===== src/rtl/gfsk_pkg.sv =====
package gfsk_pkg;

  // Strobes from the control half to the datapath half
  typedef struct packed {
    logic tick;   // one sample period elapses at this edge
    logic slot;   // this sample period may take a new bit
  } ctrl_strobe_t;

  localparam real PI_R  = 3.14159265358979323846;
  localparam real LN2_R = 0.69314718055994530942;

  // exp(-y) for y >= 0: halve the argument, use a short series, then square back
  function automatic real expNeg(input real y);
    real x;
    real term;
    real sum;
    int  halvings;
    x = y;
    halvings = 0;
    for (int i = 0; i < 40; i++) begin
      if (x > 0.25) begin
        x = x / 2.0;
        halvings++;
      end
    end
    sum  = 1.0;
    term = 1.0;
    for (int n = 1; n <= 16; n++) begin
      term = -term * x / real'(n);
      sum  = sum + term;
    end
    for (int i = 0; i < 40; i++) begin
      if (i < halvings) sum = sum * sum;
    end
    return sum;
  endfunction

  // sine for an argument in [0, pi/2] by its odd series
  function automatic real sinRad(input real a);
    real term;
    real sum;
    term = a;
    sum  = a;
    for (int n = 1; n <= 14; n++) begin
      term = -term * a * a / real'((2 * n) * (2 * n + 1));
      sum  = sum + term;
    end
    return sum;
  endfunction

endpackage


===== src/rtl/gfsk_ctrl.sv =====
module gfsk_ctrl
  import gfsk_pkg::*;
#(
  parameter int SPS = 4
) (
  input  logic         clk,
  input  logic         rst_n,
  output ctrl_strobe_t strobes,
  output logic         bitReady
);

  localparam int CNT_W = (SPS > 1) ? $clog2(SPS) : 1;
  localparam logic [CNT_W-1:0] LAST_SLOT = CNT_W'(SPS - 1);

  logic             running;
  logic [CNT_W-1:0] slotCnt;

  always_ff @(posedge clk) begin
    if (!rst_n) begin
      running <= 1'b0;
      slotCnt <= '0;
    end else begin
      running <= 1'b1;
      if (running) begin
        if (slotCnt == LAST_SLOT) slotCnt <= '0;
        else                      slotCnt <= slotCnt + 1'b1;
      end
    end
  end

  always_comb begin
    strobes.tick = running;
    strobes.slot = running && (slotCnt == '0);
  end

  assign bitReady = strobes.slot;

endmodule


===== src/rtl/gfsk_sincos.sv =====
module gfsk_sincos
  import gfsk_pkg::*;
#(
  parameter int LUT_AW = 10,
  parameter int AMP_W  = 16
) (
  input  logic                    clk,
  input  logic                    rst_n,
  input  logic                    en,
  input  logic [LUT_AW-1:0]       phaseIdx,
  output logic signed [AMP_W-1:0] cosOut,
  output logic signed [AMP_W-1:0] sinOut
);

  localparam int  QUARTER    = 2 ** (LUT_AW - 2);
  localparam int  FULL_SCALE = 2 ** (AMP_W - 1) - 1;
  localparam logic [LUT_AW-1:0] QUARTER_OFS = LUT_AW'(QUARTER);

  // First quadrant sampled at bin centres, so both mirrors are exact
  function automatic logic [QUARTER*AMP_W-1:0] buildQuarter();
    logic [QUARTER*AMP_W-1:0] tab;
    real ang;
    int  val;
    tab = '0;
    for (int i = 0; i < QUARTER; i++) begin
      ang = 2.0 * PI_R * (real'(i) + 0.5) / real'(4 * QUARTER);
      val = $rtoi(real'(FULL_SCALE) * sinRad(ang) + 0.5);
      tab[i*AMP_W +: AMP_W] = AMP_W'(val);
    end
    return tab;
  endfunction

  localparam logic [QUARTER*AMP_W-1:0] QTAB = buildQuarter();

  function automatic logic signed [AMP_W-1:0] sineOf(input logic [LUT_AW-1:0] a);
    logic [LUT_AW-3:0]       idx;
    logic signed [AMP_W-1:0] mag;
    idx = a[LUT_AW-2] ? ~a[LUT_AW-3:0] : a[LUT_AW-3:0];
    mag = $signed(QTAB[int'(idx)*AMP_W +: AMP_W]);
    return a[LUT_AW-1] ? -mag : mag;
  endfunction

  logic [LUT_AW-1:0] cosIdx;
  assign cosIdx = phaseIdx + QUARTER_OFS;

  always_ff @(posedge clk) begin
    if (!rst_n) begin
      cosOut <= '0;
      sinOut <= '0;
    end else if (en) begin
      cosOut <= sineOf(cosIdx);
      sinOut <= sineOf(phaseIdx);
    end
  end

endmodule


===== src/rtl/gfsk_datapath.sv =====
module gfsk_datapath
  import gfsk_pkg::*;
#(
  parameter int SPS      = 4,
  parameter int SPAN     = 4,
  parameter int BT_MILLI = 300,
  parameter int GAIN_W   = 16,
  parameter int PHASE_W  = 24,
  parameter int LUT_AW   = 10,
  parameter int AMP_W    = 16
) (
  input  logic                    clk,
  input  logic                    rst_n,
  input  ctrl_strobe_t            strobes,
  input  logic                    bitData,
  input  logic                    bitValid,
  input  logic [GAIN_W-1:0]       gain,
  input  logic [PHASE_W-1:0]      initPhase,
  output logic signed [AMP_W-1:0] iOut,
  output logic signed [AMP_W-1:0] qOut,
  output logic                    sampleValid
);

  localparam int  NTAPS    = SPS * SPAN + 1;
  localparam int  CIDX     = NTAPS / 2;
  localparam int  TAP_FRAC = 16;
  localparam int  UNITY    = 2 ** TAP_FRAC;
  localparam int  TAP_W    = TAP_FRAC + 1;
  localparam int  FREQ_W   = TAP_FRAC + 2;
  localparam int  PROD_W   = FREQ_W + GAIN_W + 1;
  localparam int  SHIFT    = TAP_FRAC + GAIN_W - PHASE_W;
  localparam real BT_R     = real'(BT_MILLI) / 1000.0;

  // Gaussian exponent at tap k: (t*pi/a)^2 = t^2 * pi^2 * 2 * BT^2 / ln2
  function automatic real gaussArg(input int k);
    real t;
    t = (real'(k) - real'(SPS * SPAN) / 2.0) / real'(SPS);
    return t * t * PI_R * PI_R * 2.0 * BT_R * BT_R / LN2_R;
  endfunction

  function automatic logic [NTAPS*TAP_W-1:0] buildTaps();
    logic [NTAPS*TAP_W-1:0] taps;
    real total;
    int  q;
    int  restSum;
    total = 0.0;
    for (int k = 0; k < NTAPS; k++) total = total + expNeg(gaussArg(k));
    taps    = '0;
    restSum = 0;
    for (int k = 0; k < NTAPS; k++) begin
      if (k != CIDX) begin
        q = $rtoi(real'(UNITY) * expNeg(gaussArg(k)) / total + 0.5);
        restSum = restSum + q;
        taps[k*TAP_W +: TAP_W] = TAP_W'(q);
      end
    end
    taps[CIDX*TAP_W +: TAP_W] = TAP_W'(UNITY - restSum);
    return taps;
  endfunction

  localparam logic [NTAPS*TAP_W-1:0] TAPS = buildTaps();

  // Bit history at the sample rate, newest in bit 0
  logic [NTAPS-1:0] bitHist;
  logic             heldBit;
  logic             feedBit;

  assign feedBit = (strobes.slot && bitValid) ? bitData : heldBit;

  always_ff @(posedge clk) begin
    if (!rst_n) begin
      bitHist <= '0;
      heldBit <= 1'b0;
    end else if (strobes.tick) begin
      bitHist <= {bitHist[NTAPS-2:0], feedBit};
      heldBit <= feedBit;
    end
  end

  // Bipolar FIR: each tap is added for a one and subtracted for a zero
  logic signed [FREQ_W-1:0] firSum;
  logic signed [FREQ_W-1:0] tapVal;

  always_comb begin
    firSum = '0;
    tapVal = '0;
    for (int k = 0; k < NTAPS; k++) begin
      tapVal = $signed(FREQ_W'(TAPS[k*TAP_W +: TAP_W]));
      firSum = bitHist[k] ? (firSum + tapVal) : (firSum - tapVal);
    end
  end

  logic signed [FREQ_W-1:0] freqReg;

  always_ff @(posedge clk) begin
    if (!rst_n)            freqReg <= '0;
    else if (strobes.tick) freqReg <= firSum;
  end

  // Frequency times gain, scaled to accumulator units with floor rounding
  logic signed [PROD_W-1:0] freqExt;
  logic signed [PROD_W-1:0] gainExt;
  logic signed [PROD_W-1:0] prod;
  logic [PHASE_W-1:0]       phaseStep;

  assign freqExt = {{(PROD_W - FREQ_W){freqReg[FREQ_W-1]}}, freqReg};
  assign gainExt = {{(PROD_W - GAIN_W){1'b0}}, gain};
  assign prod    = freqExt * gainExt;

  generate
    if (SHIFT >= 0) begin : g_shift_down
      assign phaseStep = PHASE_W'(prod >>> SHIFT);
    end else begin : g_shift_up
      assign phaseStep = PHASE_W'(prod <<< (-SHIFT));
    end
  endgenerate

  logic [PHASE_W-1:0] phaseAcc;

  always_ff @(posedge clk) begin
    if (!rst_n)            phaseAcc <= initPhase;
    else if (strobes.tick) phaseAcc <= phaseAcc + phaseStep;
  end

  always_ff @(posedge clk) begin
    if (!rst_n) sampleValid <= 1'b0;
    else        sampleValid <= strobes.tick;
  end

  gfsk_sincos #(
    .LUT_AW (LUT_AW),
    .AMP_W  (AMP_W)
  ) lut_i (
    .clk      (clk),
    .rst_n    (rst_n),
    .en       (strobes.tick),
    .phaseIdx (phaseAcc[PHASE_W-1 -: LUT_AW]),
    .cosOut   (iOut),
    .sinOut   (qOut)
  );

endmodule


===== src/rtl/gfsk_baseband_mod.sv =====
module gfsk_baseband_mod
  import gfsk_pkg::*;
#(
  parameter int SPS      = 4,
  parameter int SPAN     = 4,
  parameter int BT_MILLI = 300,
  parameter int GAIN_W   = 16,
  parameter int PHASE_W  = 24,
  parameter int LUT_AW   = 10,
  parameter int AMP_W    = 16
) (
  input  logic                    clk,
  input  logic                    rst_n,
  input  logic                    bitData,
  input  logic                    bitValid,
  output logic                    bitReady,
  input  logic [GAIN_W-1:0]       gain,
  input  logic [PHASE_W-1:0]      initPhase,
  output logic signed [AMP_W-1:0] iOut,
  output logic signed [AMP_W-1:0] qOut,
  output logic                    sampleValid
);

  ctrl_strobe_t strobes;

  gfsk_ctrl #(
    .SPS (SPS)
  ) ctrl_i (
    .clk      (clk),
    .rst_n    (rst_n),
    .strobes  (strobes),
    .bitReady (bitReady)
  );

  gfsk_datapath #(
    .SPS      (SPS),
    .SPAN     (SPAN),
    .BT_MILLI (BT_MILLI),
    .GAIN_W   (GAIN_W),
    .PHASE_W  (PHASE_W),
    .LUT_AW   (LUT_AW),
    .AMP_W    (AMP_W)
  ) dp_i (
    .clk         (clk),
    .rst_n       (rst_n),
    .strobes     (strobes),
    .bitData     (bitData),
    .bitValid    (bitValid),
    .gain        (gain),
    .initPhase   (initPhase),
    .iOut        (iOut),
    .qOut        (qOut),
    .sampleValid (sampleValid)
  );

endmodule


===== config.mk =====
export PLATFORM = sky130hd
export DESIGN_NAME = gfsk_baseband_mod
export DESIGN_NICKNAME = d
export VERILOG_FILES = /design/src/rtl/gfsk_pkg.sv /design/src/rtl/gfsk_ctrl.sv /design/src/rtl/gfsk_sincos.sv /design/src/rtl/gfsk_datapath.sv /design/src/rtl/gfsk_baseband_mod.sv
export SDC_FILE = /design/constraint.sdc
export NUM_CORES = 2
export LEC_CHECK = 0
export CAP_MARGIN = 20
export CORE_MARGIN = 4
export CORE_UTILIZATION = 23
export CTS_BUF_LIST = sky130_fd_sc_hd__clkbuf_16
export CTS_CLUSTER_DIAMETER = 150
export DETAILED_ROUTE_END_ITERATION = 6
export SYNTH_ARGS = -nofsm -noshare
export SYNTH_HDL_FRONTEND = slang
export SYNTH_SLANG_ARGS = --single-unit

===== constraint.sdc =====
create_clock -name clk -period 14.3 [get_ports clk]
set_input_delay 2.86 -clock clk [delete_from_list [all_inputs] [get_ports clk]]
set_output_delay 2.86 -clock clk [all_outputs]
set_load 0.02 [all_outputs]

==> flow_summary.ini <==
[setup_path]
ff2ff_path_depth = 62
critical_path_arrival_ns = 13.64
crit_path_end_kind = flop
critPathLaunchType = flop
slowest_stage = fa_1
slowest_delay_ns = 0.46
required_ns = 14.64
critPathKind = reg2reg
worstPathMaxFanout = 6
crit_path_frequent_cell = ha_1

[placed_design]
hpwlAfterDp_microns = 129000
port_buffers = 77
gp_congestion = 1.04

[logic_synthesis]
synth.avg_cell_area_sq_um = 7.46
synth_edf_count = 24
syn-cell-area_sq_um = 35200
ys.flop_type = dfxtp_1
synth-async-reset-ratio_pct = 0
synth.distinct_cells = 102
synth_nets = 5376
syn-instance-count = 4714
synth-seq-cells = 94
ys_warn_count = 0
yosysSeqAreaShare_pct = 6.03

[global_route]
grt_max_degree = 152
grt_overflow = 0
antenna_found_initial = 8
grt_pass1_vias = 36504
track_usage_pct = 21.4
grt_pass1_wl_microns = 254000

[clock_network]
htree_levels = 3
clk_pin_slew_ns = 0.07
cts_tree = built
cts.sinks = 94
cts_hold_buf = 0
worstSkewPairLatency_ns = 0.41
root_buffer = clkbuf_16
cts_buffer_depth = 2
cts_buffers = 9

[outcome]
status = complete, no violations

[sta]
relSlewSlack_pct = 16.8
fin_skew_ns = 0.0135
setup_tns_ns = 0
fmax_mhz = 75.2
finalSetupViolCount = 0
fin_crit_sh_pct = 93.0
tightest_slew_ns = 1.25
drv_slew = 0
hold_viol = 0
period_minus_slack_ns = 13.30

[die]
die_h_microns = 399
io_pins = 78
initial_core_util_pct = 23.2
rows = 143
coreArea_sq_um = 152000
fp.dieW_microns = 399
dieArea_sq_um = 159000

[detailed_routing]
viasPerCell = 5.71
wl_per_cell_microns = 26.5
drt_iter0_markers = 5411
first_pass_iters = 6
routed_wl_microns = 176000
ant_nets = 0
drc = 0
dr_total_vias = 37952

[worst_hold_path]
holdPathStages = 2
hold_class = reg2reg

[cells_and_area]
nets = 5266
final_common_cell = nand2_1
drive_gt1_share_pct = 5.79
layout_common_cells = nand2_1, inv_1, a21oi_1
finish.utilization_pct = 25.1
area_growth_pct = 8.45
nFillCells = 16749

[run]
maxCapViolCount = 0
[per-stage QoR]
step,hold slack [ns],cells,area [sq um],worst slack (ns)
finish,0.458,6643,38200,0.995
global route,0.495,6639,38100,-0.0551
floorplan,0.485,4714,35200,2.15
CTS,0.460,6637,38100,0.749
global placement,0.444,6614,37800,1.03
detailed placement,0.451,6621,37800,0.802
[critical path: cells and delay by family (launching register included)]
family	cells	cell delay, ns
buffers and inverters	2	0.19
DFF	1	0.39
AOI/OAI and AO/OA	18	3.19
and+or+nand+nor	13	2.09
xor gates and xnor gates	13	2.24
adders and majority gates	15	5.00
muxes	1	0.08
[synth_stat cells, drive strengths merged (61+ instances only)]
library cell / n / area (sq um)
o21ai: 358 / 1790
clkbuf: 138 / 518
nand2: 436 / 1640
ha: 346 / 4330
dfxtp: 70 / 1400
nor2b: 75 / 469
a21o: 73 / 548
fa: 272 / 5450
o22ai: 61 / 382
nor2: 353 / 1330
inv: 403 / 1510
a21oi: 373 / 1880
nand2b: 80 / 500
a31oi: 70 / 438
buf: 190 / 1230
o211ai: 64 / 480
and2: 145 / 910
xnor2: 192 / 1740
xor2: 71 / 637
nand3: 81 / 418
mux2i: 62 / 621
nor3: 91 / 455
[registers in the layout, indices dropped and copies added (netlist names)]
| signal | cells |
|---|---|
| dp_i.phaseAcc | 24 |
| dp_i.lut_i.cosOut | 16 |
| ctrl_i.running | 1 |
| dp_i.freqReg | 17 |
| dp_i.lut_i.sinOut | 16 |
| ctrl_i.slotCnt | 2 |
| dp_i.sampleValid | 1 |
| dp_i.bitHist | 17 |
[final timing paths]
check                                          start                    to  slack, ns
worst max-delay path                 dp_i.bitHist[1]      dp_i.freqReg[17]        1.0
worst min-delay path            dp_i.lut_i.sinOut[7]  dp_i.lut_i.sinOut[7]       0.46
worst max register to register       dp_i.bitHist[1]      dp_i.freqReg[17]        1.0
worst min register to register  dp_i.lut_i.sinOut[7]  dp_i.lut_i.sinOut[7]       0.46
[logic make-up (layout without fill, tap and decap cells)]
kind of cell	count (synthesis)	count (layout)	share of synthesized area, %
flip-flops	94	94	6.03
adder cells (fa/ha/maj)	618	618	27.8
AO/OA/AOI/OAI	1504	1504	27.9
buffers and inverters	733	628	9.30
AND/OR/NAND/NOR	1408	1408	19.1
XOR/XNOR	263	263	6.75
other	0	4	0
multiplexers	94	94	3.08
[final cells by class]
cell class / instances / area (sq um) / area share (%)
Tap cell: 2030 / 2540 / 6.66
Clock inverter: 7 / 41.3 / 0.108
Timing Repair Buffer: 207 / 1760 / 4.61
Antenna cell: 4 / 10.0 / 0.0262
Inverter: 405 / 1520 / 3.99
Sequential cell: 94 / 2120 / 5.57
Multi-Input combinational cell: 3887 / 29900 / 78.4
Clock buffer: 9 / 225 / 0.590
[per-layer routing]
layer	global-route usage, %	wire (microns)
met1	28.6	72500
met2	31.1	71500
met3	5.50	19300
met4	12.2	12500
met5	0	47
[timing repair]
item	CTS	global route
setup endpoints to repair	0	1
buffers inserted	0	1
resized for setup	0	13
Power is left out: the tool's default activity adds up to more than one toggle a clock period on the data nets, which glitch-free logic cannot reach.
